--- config.mk ---
export PLATFORM = sky130hd
export DESIGN_NAME = pte_status_unit
export DESIGN_NICKNAME = d
export VERILOG_FILES = /design/src/rtl/pte_status_pkg.sv /design/src/rtl/pte_tlb.sv /design/src/rtl/pte_bus_arb.sv /design/src/rtl/pte_rmw_ctrl.sv /design/src/rtl/pte_status_unit.sv
export SDC_FILE = /design/constraint.sdc
export NUM_CORES = 1
export LEC_CHECK = 0
export BUFFER_PORTS_ARGS = -buffer_cell sky130_fd_sc_hd__clkbuf_2
export CAP_MARGIN = 10
export CORE_MARGIN = 2
export CORE_UTILIZATION = 65
export CTS_BUF_LIST = sky130_fd_sc_hd__clkbuf_4
export DETAILED_ROUTE_END_ITERATION = 8
export GPL_TIMING_DRIVEN = 0
export PLACE_DENSITY = 0.85
export SLEW_MARGIN = 20
export SYNTH_ARGS = -nofsm -noshare
export SYNTH_HDL_FRONTEND = slang
export SYNTH_HIERARCHICAL = 1
export SYNTH_SLANG_ARGS = --single-unit
--- constraint.sdc ---
create_clock -name clk_i -period 6.12 [get_ports clk_i]
set_input_delay 0.918 -clock clk_i [delete_from_list [all_inputs] [get_ports clk_i]]
set_output_delay 0.918 -clock clk_i [all_outputs]
set_load 0.02 [all_outputs]
--- src/rtl/pte_status_pkg.sv ---
package pte_status_pkg;
  localparam int PTE_W   = 32;
  localparam int V_BIT   = 0;
  localparam int A_BIT   = 5;
  localparam int D_BIT   = 6;
  localparam int PFN_LSB = 12;
  localparam int PFN_W   = PTE_W - PFN_LSB;

  typedef enum logic [2:0] {
    ST_IDLE, ST_WALK_RD, ST_WALK_WR, ST_DIRT_RD, ST_DIRT_WR, ST_RESP
  } rmw_state_e;

  typedef enum logic [1:0] {
    OWN_NONE, OWN_INT, OWN_EXT
  } bus_owner_e;
endpackage

--- src/rtl/pte_tlb.sv ---
module pte_tlb #(
  parameter int VPN_W   = 20,
  parameter int ENTRIES = 16,
  parameter int PFN_W   = 20
) (
  input  logic             clk_i,
  input  logic             rst_ni,
  input  logic [VPN_W-1:0] look_vpn_i,
  output logic             hit_o,
  output logic [PFN_W-1:0] pfn_o,
  output logic             dirty_o,
  input  logic             fill_i,
  input  logic [VPN_W-1:0] fill_vpn_i,
  input  logic [PFN_W-1:0] fill_pfn_i,
  input  logic             fill_dirty_i,
  input  logic             mark_i,
  input  logic [VPN_W-1:0] mark_vpn_i
);
  localparam int IDX_W = $clog2(ENTRIES);
  localparam int TAG_W = VPN_W - IDX_W;

  logic [ENTRIES-1:0]            ent_vld, ent_dty;
  logic [ENTRIES-1:0][TAG_W-1:0] ent_tag;
  logic [ENTRIES-1:0][PFN_W-1:0] ent_pfn;

  logic [IDX_W-1:0] look_idx, fill_idx, mark_idx;
  assign look_idx = look_vpn_i[IDX_W-1:0];
  assign fill_idx = fill_vpn_i[IDX_W-1:0];
  assign mark_idx = mark_vpn_i[IDX_W-1:0];

  for (genvar g = 0; g < ENTRIES; g++) begin : g_ent
    logic             vld_q, dty_q;
    logic [TAG_W-1:0] tag_q;
    logic [PFN_W-1:0] pfn_q;
    logic             sel_fill, sel_mark;

    assign sel_fill = fill_i && (fill_idx == IDX_W'(g));
    assign sel_mark = mark_i && (mark_idx == IDX_W'(g)) && vld_q &&
                      (tag_q == mark_vpn_i[VPN_W-1:IDX_W]);

    always_ff @(posedge clk_i or negedge rst_ni) begin
      if (!rst_ni) begin
        vld_q <= 1'b0;
        dty_q <= 1'b0;
        tag_q <= '0;
        pfn_q <= '0;
      end else if (sel_fill) begin
        vld_q <= 1'b1;
        dty_q <= fill_dirty_i;
        tag_q <= fill_vpn_i[VPN_W-1:IDX_W];
        pfn_q <= fill_pfn_i;
      end else if (sel_mark) begin
        dty_q <= 1'b1;
      end
    end

    assign ent_vld[g] = vld_q;
    assign ent_dty[g] = dty_q;
    assign ent_tag[g] = tag_q;
    assign ent_pfn[g] = pfn_q;
  end

  assign hit_o   = ent_vld[look_idx] && (ent_tag[look_idx] == look_vpn_i[VPN_W-1:IDX_W]);
  assign pfn_o   = ent_pfn[look_idx];
  assign dirty_o = ent_dty[look_idx];
endmodule

--- src/rtl/pte_bus_arb.sv ---
module pte_bus_arb
  import pte_status_pkg::*;
#(
  parameter int ADDR_W = 32
) (
  input  logic              clk_i,
  input  logic              rst_ni,
  input  logic              int_req_i,
  input  logic              int_we_i,
  input  logic [ADDR_W-1:0] int_addr_i,
  input  logic [PTE_W-1:0]  int_wdata_i,
  input  logic              int_lock_i,
  output logic              int_ack_o,
  input  logic              ext_req_i,
  input  logic [ADDR_W-1:0] ext_addr_i,
  input  logic [PTE_W-1:0]  ext_wdata_i,
  output logic              ext_ack_o,
  output logic              mem_req_o,
  output logic              mem_we_o,
  output logic [ADDR_W-1:0] mem_addr_o,
  output logic [PTE_W-1:0]  mem_wdata_o,
  output logic              mem_lock_o,
  input  logic              mem_ack_i
);
  bus_owner_e owner_q, owner_d;

  // internal side keeps the bus for as long as it holds the lock
  always_comb begin
    owner_d = owner_q;
    unique case (owner_q)
      OWN_NONE: if (int_req_i) owner_d = OWN_INT;
                else if (ext_req_i) owner_d = OWN_EXT;
      OWN_INT:  if (!int_req_i && !int_lock_i) owner_d = OWN_NONE;
      OWN_EXT:  if (mem_ack_i) owner_d = OWN_NONE;
      default:  owner_d = OWN_NONE;
    endcase
  end

  always_ff @(posedge clk_i or negedge rst_ni) begin
    if (!rst_ni) owner_q <= OWN_NONE;
    else         owner_q <= owner_d;
  end

  logic is_int, is_ext;
  assign is_int = (owner_q == OWN_INT);
  assign is_ext = (owner_q == OWN_EXT);

  assign mem_req_o   = (is_int && int_req_i) || (is_ext && ext_req_i);
  assign mem_we_o    = is_int ? int_we_i : is_ext;
  assign mem_addr_o  = is_int ? int_addr_i : ext_addr_i;
  assign mem_wdata_o = is_int ? int_wdata_i : ext_wdata_i;
  assign mem_lock_o  = is_int && int_lock_i;
  assign int_ack_o   = is_int && mem_ack_i;
  assign ext_ack_o   = is_ext && mem_ack_i;
endmodule

--- src/rtl/pte_rmw_ctrl.sv ---
module pte_rmw_ctrl
  import pte_status_pkg::*;
#(
  parameter int                VPN_W   = 20,
  parameter int                ADDR_W  = 32,
  parameter logic [ADDR_W-1:0] PT_BASE = '0
) (
  input  logic              clk_i,
  input  logic              rst_ni,
  input  logic              cpu_req_i,
  input  logic              cpu_we_i,
  input  logic [VPN_W-1:0]  cpu_vpn_i,
  output logic              cpu_ready_o,
  output logic              cpu_fault_o,
  output logic [PFN_W-1:0]  cpu_pfn_o,
  output logic [VPN_W-1:0]  tlb_vpn_o,
  input  logic              tlb_hit_i,
  input  logic [PFN_W-1:0]  tlb_pfn_i,
  input  logic              tlb_dirty_i,
  output logic              fill_o,
  output logic [VPN_W-1:0]  fill_vpn_o,
  output logic [PFN_W-1:0]  fill_pfn_o,
  output logic              fill_dirty_o,
  output logic              mark_o,
  output logic [VPN_W-1:0]  mark_vpn_o,
  output logic              int_req_o,
  output logic              int_we_o,
  output logic [ADDR_W-1:0] int_addr_o,
  output logic [PTE_W-1:0]  int_wdata_o,
  output logic              int_lock_o,
  input  logic              int_ack_i,
  input  logic [PTE_W-1:0]  int_rdata_i
);
  rmw_state_e         state_q, state_d;
  logic [VPN_W-1:0]   vpn_q, vpn_d;
  logic               we_q, we_d;
  logic [PFN_W-1:0]   pfn_q, pfn_d;
  logic               fault_q, fault_d;
  logic [PTE_W-1:0]   wr_q, wr_d;

  logic [PTE_W-1:0] need_mask, merged;
  logic             must_write;

  assign need_mask  = (PTE_W'(1) << A_BIT) | (we_q ? (PTE_W'(1) << D_BIT) : '0);
  assign merged     = int_rdata_i | need_mask;
  assign must_write = (merged != int_rdata_i);

  always_comb begin
    state_d = state_q;
    vpn_d   = vpn_q;
    we_d    = we_q;
    pfn_d   = pfn_q;
    fault_d = fault_q;
    wr_d    = wr_q;
    fill_o       = 1'b0;
    fill_dirty_o = 1'b0;
    mark_o       = 1'b0;
    unique case (state_q)
      ST_IDLE: if (cpu_req_i) begin
        vpn_d   = cpu_vpn_i;
        we_d    = cpu_we_i;
        fault_d = 1'b0;
        if (tlb_hit_i) begin
          pfn_d   = tlb_pfn_i;
          state_d = (cpu_we_i && !tlb_dirty_i) ? ST_DIRT_RD : ST_RESP;
        end else begin
          state_d = ST_WALK_RD;
        end
      end
      ST_WALK_RD: if (int_ack_i) begin
        pfn_d = int_rdata_i[PTE_W-1:PFN_LSB];
        if (!int_rdata_i[V_BIT]) begin
          fault_d = 1'b1;
          state_d = ST_RESP;
        end else if (must_write) begin
          wr_d    = merged;
          state_d = ST_WALK_WR;
        end else begin
          fill_o       = 1'b1;
          fill_dirty_o = int_rdata_i[D_BIT];
          state_d      = ST_RESP;
        end
      end
      ST_WALK_WR: if (int_ack_i) begin
        fill_o       = 1'b1;
        fill_dirty_o = wr_q[D_BIT];
        state_d      = ST_RESP;
      end
      ST_DIRT_RD: if (int_ack_i) begin
        if (must_write) begin
          wr_d    = merged;
          state_d = ST_DIRT_WR;
        end else begin
          mark_o  = 1'b1;
          state_d = ST_RESP;
        end
      end
      ST_DIRT_WR: if (int_ack_i) begin
        mark_o  = 1'b1;
        state_d = ST_RESP;
      end
      ST_RESP: state_d = ST_IDLE;
      default: state_d = ST_IDLE;
    endcase
  end

  always_ff @(posedge clk_i or negedge rst_ni) begin
    if (!rst_ni) begin
      state_q <= ST_IDLE;
      vpn_q   <= '0;
      we_q    <= 1'b0;
      pfn_q   <= '0;
      fault_q <= 1'b0;
      wr_q    <= '0;
    end else begin
      state_q <= state_d;
      vpn_q   <= vpn_d;
      we_q    <= we_d;
      pfn_q   <= pfn_d;
      fault_q <= fault_d;
      wr_q    <= wr_d;
    end
  end

  logic in_rd, in_wr;
  assign in_rd = (state_q == ST_WALK_RD) || (state_q == ST_DIRT_RD);
  assign in_wr = (state_q == ST_WALK_WR) || (state_q == ST_DIRT_WR);

  assign int_req_o   = in_rd || in_wr;
  assign int_we_o    = in_wr;
  assign int_lock_o  = in_rd || in_wr;
  assign int_addr_o  = PT_BASE + ADDR_W'({vpn_q, 2'b00});
  assign int_wdata_o = wr_q;

  assign tlb_vpn_o    = cpu_vpn_i;
  assign fill_vpn_o   = vpn_q;
  assign fill_pfn_o   = (state_q == ST_WALK_RD) ? int_rdata_i[PTE_W-1:PFN_LSB] : pfn_q;
  assign mark_vpn_o   = vpn_q;

  assign cpu_ready_o = (state_q == ST_RESP);
  assign cpu_fault_o = fault_q;
  assign cpu_pfn_o   = pfn_q;
endmodule

--- src/rtl/pte_status_unit.sv ---
module pte_status_unit
  import pte_status_pkg::*;
#(
  parameter int                VPN_W   = 20,
  parameter int                ENTRIES = 16,
  parameter int                ADDR_W  = 32,
  parameter logic [ADDR_W-1:0] PT_BASE = 32'h0010_0000
) (
  input  logic              clk_i,
  input  logic              rst_ni,
  input  logic              cpu_req_i,
  input  logic              cpu_we_i,
  input  logic [VPN_W-1:0]  cpu_vpn_i,
  output logic              cpu_ready_o,
  output logic              cpu_fault_o,
  output logic [19:0]       cpu_pfn_o,
  input  logic              ext_req_i,
  input  logic [ADDR_W-1:0] ext_addr_i,
  input  logic [31:0]       ext_wdata_i,
  output logic              ext_ack_o,
  output logic              mem_req_o,
  output logic              mem_we_o,
  output logic [ADDR_W-1:0] mem_addr_o,
  output logic [31:0]       mem_wdata_o,
  input  logic [31:0]       mem_rdata_i,
  input  logic              mem_ack_i,
  output logic              mem_lock_o
);
  logic [VPN_W-1:0] tlb_vpn, fill_vpn, mark_vpn;
  logic             tlb_hit, tlb_dirty, fill, fill_dirty, mark;
  logic [PFN_W-1:0] tlb_pfn, fill_pfn;

  logic              int_req, int_we, int_lock, int_ack;
  logic [ADDR_W-1:0] int_addr;
  logic [PTE_W-1:0]  int_wdata;

  pte_tlb #(.VPN_W(VPN_W), .ENTRIES(ENTRIES), .PFN_W(PFN_W)) u_tlb (
    .clk_i, .rst_ni,
    .look_vpn_i  (tlb_vpn),
    .hit_o       (tlb_hit),
    .pfn_o       (tlb_pfn),
    .dirty_o     (tlb_dirty),
    .fill_i      (fill),
    .fill_vpn_i  (fill_vpn),
    .fill_pfn_i  (fill_pfn),
    .fill_dirty_i(fill_dirty),
    .mark_i      (mark),
    .mark_vpn_i  (mark_vpn)
  );

  pte_rmw_ctrl #(.VPN_W(VPN_W), .ADDR_W(ADDR_W), .PT_BASE(PT_BASE)) u_ctrl (
    .clk_i, .rst_ni,
    .cpu_req_i, .cpu_we_i, .cpu_vpn_i,
    .cpu_ready_o, .cpu_fault_o, .cpu_pfn_o,
    .tlb_vpn_o   (tlb_vpn),
    .tlb_hit_i   (tlb_hit),
    .tlb_pfn_i   (tlb_pfn),
    .tlb_dirty_i (tlb_dirty),
    .fill_o      (fill),
    .fill_vpn_o  (fill_vpn),
    .fill_pfn_o  (fill_pfn),
    .fill_dirty_o(fill_dirty),
    .mark_o      (mark),
    .mark_vpn_o  (mark_vpn),
    .int_req_o   (int_req),
    .int_we_o    (int_we),
    .int_addr_o  (int_addr),
    .int_wdata_o (int_wdata),
    .int_lock_o  (int_lock),
    .int_ack_i   (int_ack),
    .int_rdata_i (mem_rdata_i)
  );

  pte_bus_arb #(.ADDR_W(ADDR_W)) u_arb (
    .clk_i, .rst_ni,
    .int_req_i  (int_req),
    .int_we_i   (int_we),
    .int_addr_i (int_addr),
    .int_wdata_i(int_wdata),
    .int_lock_i (int_lock),
    .int_ack_o  (int_ack),
    .ext_req_i, .ext_addr_i, .ext_wdata_i, .ext_ack_o,
    .mem_req_o, .mem_we_o, .mem_addr_o, .mem_wdata_o, .mem_lock_o,
    .mem_ack_i
  );
endmodule

==> metrics.txt <==
status=finished, final reports clean; gr ovfl total=0; Total Nets Final=slightly above 3000; final core occ=74.1%; initial antenna violation count=5; Seq/Total Area, Yosys=about half; Finished Layout Cells=around 3800; GP Congestion=~1.1; Pwr Density=~500 nW/um^2; CP startpoint kind=input port; MaxCap Viol Count=0; final hold vios=0; Syn-to-layout area delta=12.4%; area leader, netlist=dfrtp_1; fin crit share=86.6%; Slew headroom=9.59%; largest net degree at the start of global routing=a little under 100; H-tree depth=4; Critical Path RT=7.03 ns; CP Capture Type=flop; crit-path max cell delay=just under 0.9 ns; total core area=around 54000 um^2; post-DP HPWL=roughly 89000 um; Die Footprint=56700 um^2; unrepaired setup endpoints after global routing=false; cell family with the largest share of critical-path delay=buffers and inverters; IO Pins=between 200 and 250; CTS tree=yes; Residual DRC=0; final setup violation count=0; post-DR wirelength/cell=around 33 um; Vias/cell=6.62; cell area after layout=roughly 40000 um^2; number of synthesized flops with an enable pin=0; Synth Warn #=6; placed cell areas=around 38000 um^2; CTS Sinks=just under 700; post-CTS sizing=0; Synth cell types=60; WS Path Type=input port to flop; post-synthesis async set-or-reset flop share=100%; Final ANT Viol Nets=0; Clock Pin Slew Worst Setup and Hold Paths=around 0.060 ns; DRT Pass-1 Iters=5; CP max FO=10; Max clock buf depth=3; Initial Utilization=roughly two thirds; vias in the first global route=26300; Post-CTS Setup Bufs=0; Leak Pwr=around 19 nW; die width=about 240 um; dpl cells=~3500; crit path time final=5.30 ns; leading post-synthesis cells by cell area=dfrtp_1 (48%), mux2_2 (20%), mux4_2 (10%); slowest library cell on the worst path=clkbuf_1; worst hold path type=input port to flop; Yosys top cell area share=~48%; worst skew pair latency=approximately 1.1 ns; maximum vdd drop=0.351 mV; Die Ht=between 200 and 250 um; initial drt markers=between 2000 and 3000; Tot GR Track Use=roughly 45%; Via Count=25100; Root Driver=clkbuf_4; WP buf/inv=8; worst-margin pin slew=1.36 ns; port bufs=between 200 and 250; Worst Skew=slightly above 0.06 ns; Avg Inst Size Synth=approximately 14 um^2; first-pass GRT wire length=roughly 180000 um; cells along the critical path=clkbuf_2, buf_4, buf_2, buf_2, buf_2, clkbuf_1, clkbuf_1, a21oi_1, nor4_2, nand3b_1, a211oi_2, clkbuf_1, a31oi_1; Post-Route WL=124000 um; Slew Limit Fails=0; Site Rows=between 80 and 90; synthesized instance count=approximately 2600; layout cells sized above 1=48.3%; CTS Buf Count=180; Fmax achieved=approximately 0.19 GHz; Syn Std Cell Area=around 36000 um^2; R2R Setup Slk=1.30 ns; main flop type after synthesis=dfrtp_1; arrival time worst endpoint=between 6 and 7 ns; Seq cells post-synth=about 690
## what timing repair did
action                     4_1_cts  5_1_grt
hold endpoints to repair        79        0
setup endpoints to repair        0        0
hold buffers                     2        0
## worst paths after layout
kind                                            from                endpoint  cells past startpoint
min in group asynchronous                     rst_ni  u_ctrl/int_wdata_o[27]                      2
setup / recovery                        cpu_vpn_i[3]     u_ctrl/cpu_pfn_o[7]                     13
max in group asynchronous                     rst_ni    u_tlb/g_ent[6].vld_q                      6
hold reg to reg                u_ctrl/int_wdata_o[5]   u_ctrl/int_wdata_o[5]                      1
hold / removal                        mem_rdata_i[7]   u_ctrl/int_wdata_o[7]                      2
setup reg to reg           u_tlb/g_ent[14].tag_q[13]     u_ctrl/cpu_pfn_o[7]                     11
## kinds of logic after synthesis
group                    synth area share (%)
AO/OA/AOI/OAI                            1.58
buffers and inverters                    4.22
adder cells (fa/ha/maj)                0.0351
XOR/XNOR                                 6.84
AND/OR/NAND/NOR                          4.93
flip-flops                               48.3
other                                  0.0105
multiplexers                             34.1
## synthesized netlist by cell type (7+ instances only)
master and number:
xor2_1 55, nand4_1 69, mux2_1 10, nor4_1 33
xnor2_1 223, buf_4 78, mux2_2 630, buf_2 37
nor2b_1 12, or2_2 12, mux2i_1 33, buf_1 51
nor2_1 66, o21ai_0 16, nand2b_1 14, mux4_1 7
nand2_1 99, mux2_4 49, and2_1 7, mux4_2 164
a21oi_1 21, clkbuf_1 100, dfrtp_1 687, buf_6 10
a31oi_1 20
## final cells by class
type	instances	area [um^2]
Sequential cell	687	17200
Multi-Input combinational cell	1607	17000
Fill cell	3486	14000
Clock buffer	265	1990
Buffer	278	1490
Timing Repair Buffer	220	1280
Tap cell	696	871
Clock inverter	37	233
Inverter	5	18.8
Antenna cell	4	10.0
## registers in the layout, summed over array words and instances (netlist names)
register,cells
u_tlb/g_ent.pfn_q,320
u_ctrl/int_wdata_o,32
u_ctrl/fill_vpn_o,20
u_tlb/g_ent.tag_q,256
u_ctrl/cpu_fault_o,1
u_ctrl/cpu_pfn_o,20
u_tlb/g_ent.dty_q,16
u_arb/owner_q,2
u_ctrl/state_q,3
u_ctrl/we_q,1
u_tlb/g_ent.vld_q,16
## report_power, final
part | switching, mW | internal (mW)
Combinational | 5.01 | 3.70
Clock | 1.92 | 2.06
Sequential | 1.37 | 5.98
## cells in the final DEF (no fill, tap or decap), drive strengths merged, types with 55 or more instances in the layout
cell type / n
dfrtp: 687
nand2: 99
nor2: 66
mux2: 689
clkbuf: 578
buf: 183
mux4: 171
xor2: 55
xnor2: 223
nand4: 69
## per-stage QoR
stage,power (mW),TNS [ns],hold slack [ns],setup slack [ns]
2_1_floorplan,12.5,0,0.440,2.24
3_3_place_gp,15.4,-7605.68,0.461,-11.17
3_5_place_dp,15.8,0,0.466,0.0190
4_1_cts,19.8,0,0.00318,1.13
5_1_grt,20.7,0,0.0339,0.905
6_report,20.0,0,0.0758,0.821
## layer usage
layer  part of all wire, %  vias to the layer above  global-route usage (%)
met4                   9.3                        2                    35.9
li1                      -                    10200                       -
met2                    47                     1504                    70.3
met3                   8.2                      477                    10.7
met1                    36                    13000                    53.6
met5                 0.010                        -                       0
(Power assumes the default switching activity.)
